==> config.mk <==
export PLATFORM = sky130hd
export DESIGN_NAME = multi_mode_timer
export DESIGN_NICKNAME = d
export VERILOG_FILES = /design/src/rtl/mmt_pkg.sv /design/src/rtl/mmt_datapath.sv /design/src/rtl/mmt_control.sv /design/src/rtl/multi_mode_timer.sv
export SDC_FILE = /design/constraint.sdc
export NUM_CORES = 1
export LEC_CHECK = 0
export ABC_AREA = 1
export BUFFER_PORTS_ARGS = -buffer_cell sky130_fd_sc_hd__buf_4
export CORE_MARGIN = 3
export CORE_UTILIZATION = 45
export DETAILED_ROUTE_END_ITERATION = 8
export GPL_TIMING_DRIVEN = 0
export PLACE_DENSITY = 0.66
export SYNTH_ARGS = -nofsm -noshare
export SYNTH_HDL_FRONTEND = slang
export SYNTH_SLANG_ARGS = --single-unit
==> constraint.sdc <==
create_clock -name clk -period 3.75 [get_ports clk]
set_input_delay 0.1875 -clock clk [delete_from_list [all_inputs] [get_ports clk]]
set_output_delay 0.1875 -clock clk [all_outputs]
set_load 0.01 [all_outputs]
==> src/rtl/mmt_pkg.sv <==
package mmt_pkg;
  localparam logic [1:0] MODE_PULSE = 2'd0;
  localparam logic [1:0] MODE_ON    = 2'd1;
  localparam logic [1:0] MODE_OFF   = 2'd2;

  typedef enum logic [1:0] {
    ST_IDLE = 2'd0,
    ST_RUN  = 2'd1,
    ST_HOLD = 2'd2
  } phase_t;

  typedef struct packed {
    logic clrEt;
    logic incEt;
    logic loadPt;
  } strobe_t;
endpackage

==> src/rtl/mmt_datapath.sv <==
module mmt_datapath
  import mmt_pkg::*;
#(
  parameter int CNT_W = 16
) (
  input  logic             clk,
  input  logic             rstN,
  input  logic             trigIn,
  input  logic [CNT_W-1:0] preset,
  input  strobe_t          strb,
  output logic [CNT_W-1:0] etVal,
  output logic             rise,
  output logic             hitNext,
  output logic             presetZero
);
  localparam logic [CNT_W-1:0] ONE = {{(CNT_W-1){1'b0}}, 1'b1};

  logic [CNT_W-1:0] etReg;
  logic [CNT_W-1:0] ptReg;
  logic             prevIn;

  always_ff @(posedge clk or negedge rstN) begin
    if (!rstN) begin
      etReg  <= '0;
      ptReg  <= '0;
      prevIn <= 1'b0;
    end else begin
      prevIn <= trigIn;
      if (strb.clrEt)      etReg <= '0;
      else if (strb.incEt) etReg <= etReg + ONE;
      if (strb.loadPt)     ptReg <= preset;
    end
  end

  assign etVal      = etReg;
  assign rise       = trigIn & ~prevIn;
  assign hitNext    = ((etReg + ONE) == ptReg);
  assign presetZero = (preset == '0);

  AST_ET_WITHIN_PT: assert property (@(posedge clk) disable iff (!rstN)
    etReg <= ptReg);
  AST_ET_HOLDS: assert property (@(posedge clk) disable iff (!rstN)
    (!strb.incEt && !strb.clrEt) |=> $stable(etReg));
  AST_PT_CAPTURED: assert property (@(posedge clk) disable iff (!rstN)
    !strb.loadPt |=> $stable(ptReg));
endmodule

==> src/rtl/mmt_control.sv <==
module mmt_control
  import mmt_pkg::*;
(
  input  logic       clk,
  input  logic       rstN,
  input  logic [1:0] modeSel,
  input  logic       trigIn,
  input  logic       tick,
  input  logic       rise,
  input  logic       hitNext,
  input  logic       presetZero,
  output strobe_t    strb,
  output logic       qOut
);
  phase_t state, stateNxt;
  logic   qReg, qNxt;

  always_comb begin
    stateNxt = state;
    qNxt     = qReg;
    strb     = '0;
    unique case (modeSel)
      MODE_PULSE: begin
        unique case (state)
          ST_IDLE: if (rise) begin
            strb.loadPt = 1'b1;
            strb.clrEt  = 1'b1;
            if (!presetZero) begin
              stateNxt = ST_RUN;
              qNxt     = 1'b1;
            end
          end
          ST_RUN: if (tick) begin
            strb.incEt = 1'b1;
            if (hitNext) begin
              stateNxt = trigIn ? ST_HOLD : ST_IDLE;
              qNxt     = trigIn;
            end
          end
          default: if (!trigIn) begin
            stateNxt = ST_IDLE;
            qNxt     = 1'b0;
          end
        endcase
      end
      MODE_ON: begin
        unique case (state)
          ST_IDLE: if (trigIn) begin
            strb.loadPt = 1'b1;
            strb.clrEt  = 1'b1;
            if (presetZero) begin
              stateNxt = ST_HOLD;
              qNxt     = 1'b1;
            end else begin
              stateNxt = ST_RUN;
            end
          end
          ST_RUN: begin
            if (!trigIn) begin
              stateNxt   = ST_IDLE;
              strb.clrEt = 1'b1;
            end else if (tick) begin
              strb.incEt = 1'b1;
              if (hitNext) begin
                stateNxt = ST_HOLD;
                qNxt     = 1'b1;
              end
            end
          end
          default: if (!trigIn) begin
            stateNxt = ST_IDLE;
            qNxt     = 1'b0;
          end
        endcase
      end
      MODE_OFF: begin
        unique case (state)
          ST_IDLE: if (trigIn) begin
            stateNxt   = ST_HOLD;
            qNxt       = 1'b1;
            strb.clrEt = 1'b1;
          end
          ST_RUN: begin
            if (trigIn) begin
              stateNxt   = ST_HOLD;
              strb.clrEt = 1'b1;
            end else if (tick) begin
              strb.incEt = 1'b1;
              if (hitNext) begin
                stateNxt = ST_IDLE;
                qNxt     = 1'b0;
              end
            end
          end
          default: if (!trigIn) begin
            strb.loadPt = 1'b1;
            strb.clrEt  = 1'b1;
            if (presetZero) begin
              stateNxt = ST_IDLE;
              qNxt     = 1'b0;
            end else begin
              stateNxt = ST_RUN;
            end
          end
        endcase
      end
      default: begin
        stateNxt   = ST_IDLE;
        qNxt       = 1'b0;
        strb.clrEt = 1'b1;
      end
    endcase
  end

  always_ff @(posedge clk or negedge rstN) begin
    if (!rstN) begin
      state <= ST_IDLE;
      qReg  <= 1'b0;
    end else begin
      state <= stateNxt;
      qReg  <= qNxt;
    end
  end

  assign qOut = qReg;

  AST_PULSE_HIGH: assert property (@(posedge clk) disable iff (!rstN)
    (modeSel == MODE_PULSE && state == ST_RUN) |-> qReg);
  AST_ON_EARLY_CLEAR: assert property (@(posedge clk) disable iff (!rstN)
    (modeSel == MODE_ON && state == ST_RUN && !trigIn) |=> (!qReg && state == ST_IDLE));
  AST_OFF_REARM: assert property (@(posedge clk) disable iff (!rstN)
    (modeSel == MODE_OFF && state == ST_RUN && trigIn) |=> (qReg && state == ST_HOLD));
  AST_IDLE_CODE: assert property (@(posedge clk) disable iff (!rstN)
    (modeSel == 2'd3) |=> !qReg);
endmodule

==> src/rtl/multi_mode_timer.sv <==
module multi_mode_timer
  import mmt_pkg::*;
#(
  parameter int CNT_W = 16
) (
  input  logic             clk,
  input  logic             rstN,
  input  logic             tick,
  input  logic             trigIn,
  input  logic [1:0]       modeSel,
  input  logic [CNT_W-1:0] preset,
  output logic             qOut,
  output logic [CNT_W-1:0] elapsed
);
  strobe_t strb;
  logic    rise, hitNext, presetZero;

  mmt_control u_ctrl (
    .clk(clk), .rstN(rstN), .modeSel(modeSel), .trigIn(trigIn), .tick(tick),
    .rise(rise), .hitNext(hitNext), .presetZero(presetZero),
    .strb(strb), .qOut(qOut)
  );

  mmt_datapath #(.CNT_W(CNT_W)) u_dp (
    .clk(clk), .rstN(rstN), .trigIn(trigIn), .preset(preset), .strb(strb),
    .etVal(elapsed), .rise(rise), .hitNext(hitNext), .presetZero(presetZero)
  );
endmodule

==> summary.txt <==
Status -> complete, no violations
Setup violators final -> 0
CTS tree -> built
Initial Utilization -> 0.4688
Maximum VDD drop -> 0.1991 mV
Worst slew margin -> 0.6840
Biggest area consumer among synthesized cells -> dfrtp_1
WL final -> 6742 um
Detailed Routing Iterations Pass 1 -> 4
Die Y -> 81.98 um
First-pass GRT wire length -> 11410 um
Die area -> 6720 sq um
I/O Buffers -> 38
DRT antenna net count -> 0
Count of different cell masters after synthesis -> 34
Initial antenna violation count -> 0
Overall routing resource usage -> 0.2203
Synthesized flop and latch total -> 36
Total of max-cap violations -> 0
Clk Tree Root Cell -> clkbuf_8
Startpoint Class -> flip-flop
RSZ-0062 raised after global routing -> no
Setup repair bufs after CTS -> 0
Die width -> 81.98 um
Synth top area cells -> dfrtp_1 35%, nand2_1 16%, nand3_1 8.9%
Kind of end point of the critical path -> flip-flop
I/O pins -> 39
Gate Count Post-Synth -> 393
Clk Latency, worst-skew pair -> 0.29 ns
Most Crowded Layer GR -> met2
Synthesized cell area -> 2597 sq um
Syn-to-layout area delta -> 17.97%
Tmin final -> 2.299 ns
Synth warn -> 0
Post-synth top area share -> 0.3468
Standard-cell row count -> 27
Tot Pwr -> 1.317 mW
Number of global-route vias before repair -> 2541
Vias per cell -> 5.260
Reg2Reg Setup Slack -> 1.45 ns
Met2 Resource Use GR -> 0.3901
Met3 Usage GRT -> 0.03180
Pins Over Slew Limit -> 0
Worst slew pin tran -> 0.4740 ns
Final HPWL DP -> 5259 um
Residual DRC -> 0
H-Tree Level Count -> 2
Share of layout cells above drive strength 1 -> 0.1663
Post-route clock period utilization -> 0.6131
Critical-path maximum fanout -> 7
Congestion Overflow GR -> 0
Mean Syn Cell Area -> 6.609 sq um
Cts bufs inserted -> 5
Core area -> 5540 sq um
Final hold vios -> 0
Setup Skew -> 0.005147 ns
Clk pin slew, worst setup/hold paths -> 0.07 ns
Largest net degree at the start of global routing -> 37
CTS sink cnt -> 36
DRT iter0 DRCs -> 156
Clk buf depth -> 2
Lkg Pwr -> 1.542 nW
Global Route met1 Usage -> 0.2764
Max Clock Freq -> 435.0 MHz
GP Congestion -> 0.9236
Cell Pwr Density -> 430.0 nW/um^2
Tightest Hold Check Type -> in -> reg
Critical path data required time -> 3.93 ns
Ant. Diodes -> 0
TNS Setup -> 0 ns
Total number of vias -> 2688
DR WL/cell -> 13.19 um
Sequential cell area fraction in the yosys report -> 0.3468
Syn Nets -> 421
NumNets Final -> 467
Layout fillers -> 584
Critical path data arrival time -> 2.48 ns
Critical setup path kind -> reg -> reg
## cell families (layout without fill, tap and decap cells)
group / after synthesis / count (layout) / synth area share
simple gates: 223 / 223 / 0.3950
flops: 36 / 36 / 0.3468
buf+inv: 73 / 119 / 0.1093
mux: 1 / 1 / 0.004335
fa+ha+maj: 6 / 6 / 0.02890
compound gates: 51 / 51 / 0.1055
xor+xnor: 3 / 3 / 0.01012
## cells in the mapped netlist
cell / n
xnor2_1: 1
clkbuf_1: 2
nor3_1: 4
a31oi_1: 3
nand3b_1: 4
dfrtp_1: 36
inv_2: 3
nand2_2: 3
inv_1: 61
or2_0: 1
o21ai_0: 26
nor4_2: 1
nand3_1: 46
o21ai_1: 10
and2_1: 1
o22ai_1: 5
nor3_2: 1
nor2_1: 25
nand4_1: 12
xor2_1: 2
mux2_2: 1
nor2_4: 3
buf_2: 5
nand3_2: 1
a22oi_1: 1
buf_4: 1
a21oi_1: 4
nand2_1: 111
ha_1: 6
a211oi_1: 1
or2_1: 1
clkinv_1: 1
nor2_2: 9
a221oi_1: 1
## flip-flops by register name, summed over array words and instances, names as in the netlist
signal,count
u_dp.etVal,16
u_ctrl.state,2
u_dp.ptReg,16
u_dp.prevIn,1
u_ctrl.qOut,1
## timing repair
action                    CTS  global route
hold endpoints to repair   36             0
resized for setup           0             0
hold buffers                1             0
## placed cells by master (no fill, tap or decap), drive strengths merged
master         n
nand2        114
inv           64
nand3         47
buf           44
nor2          37
dfrtp         36
o21ai         36
nand4         12
clkbuf         7
ha             6
o22ai          5
nor3           5
nand3b         4
a21oi          4
a31oi          3
xor2           2
clkinv         2
or2            2
nor4           1
a211oi         1
and2           1
xnor2          1
a22oi          1
a221oi         1
mux2           1
clkinvlp       1
dlygate4sd3    1
## layout make-up
class,instances,area (sq um),share of cell area
clock inverters,2,12.51,0.004083
inverters,65,244.0,0.07962
multi-input cells,284,1413,0.4610
repair buffers,39,295.3,0.09637
plain buffers,8,40.04,0.01307
flip-flops and latches,36,900.9,0.2940
clock buffers,5,68.82,0.02246
well taps,72,90.09,0.02940
## final timing paths
check,start,end,cells past startpoint
max,u_dp.etVal[0],u_ctrl.qOut,16
min,trigIn,u_dp.prevIn,1
max reg2reg,u_dp.etVal[0],u_ctrl.qOut,16
min reg2reg,u_dp.ptReg[5],u_dp.ptReg[5],2
max in group asynchronous,rstN,u_dp.ptReg[9],2
min in group asynchronous,rstN,u_dp.etVal[5],2
## power breakdown
part	switching, mW	internal, mW	total [mW]
Sequential	0.0946	0.487	0.582
Clock	0.143	0.126	0.269
Combinational	0.273	0.193	0.466
Total	0.511	0.807	1.32
## metal layers
layer	up-vias	routed length, um
li1	1361	-
met5	-	0
met2	63	3350
met4	0	56
met1	1258	3013
met3	6	322
## critical path, stage by stage (launching register included)
cell      delay (ns)
dfrtp_1         0.43
ha_1            0.24
nand2_2         0.10
nor2_2          0.25
nand3_1         0.15
nand3b_1        0.11
nand2_1         0.06
nor2_1          0.10
nand2_1         0.05
nor2_1          0.14
nand3_2         0.12
nand2_1         0.11
inv_1           0.05
nor2_2          0.12
nand2_1         0.06
nand2_1         0.05
nand2_1         0.05
## through the flow
step | utilization | worst slack, ns | area (sq um) | std cells | hold slack [ns]
after CTS | 0.5531 | 1.445 | 3064 | 511 | 0.006734
after floorplan | - | 1.766 | 2597 | 393 | -0.1081
after global routing | 0.5531 | 1.129 | 3064 | 511 | 0.008179
after global placement | 0.5366 | 1.468 | 2973 | 503 | 0.1766
after detailed placement | 0.5366 | 1.464 | 2973 | 503 | 0.1787
final | 0.5531 | 1.451 | 3064 | 511 | 0.01694
Power figures use the tool's default switching activity.
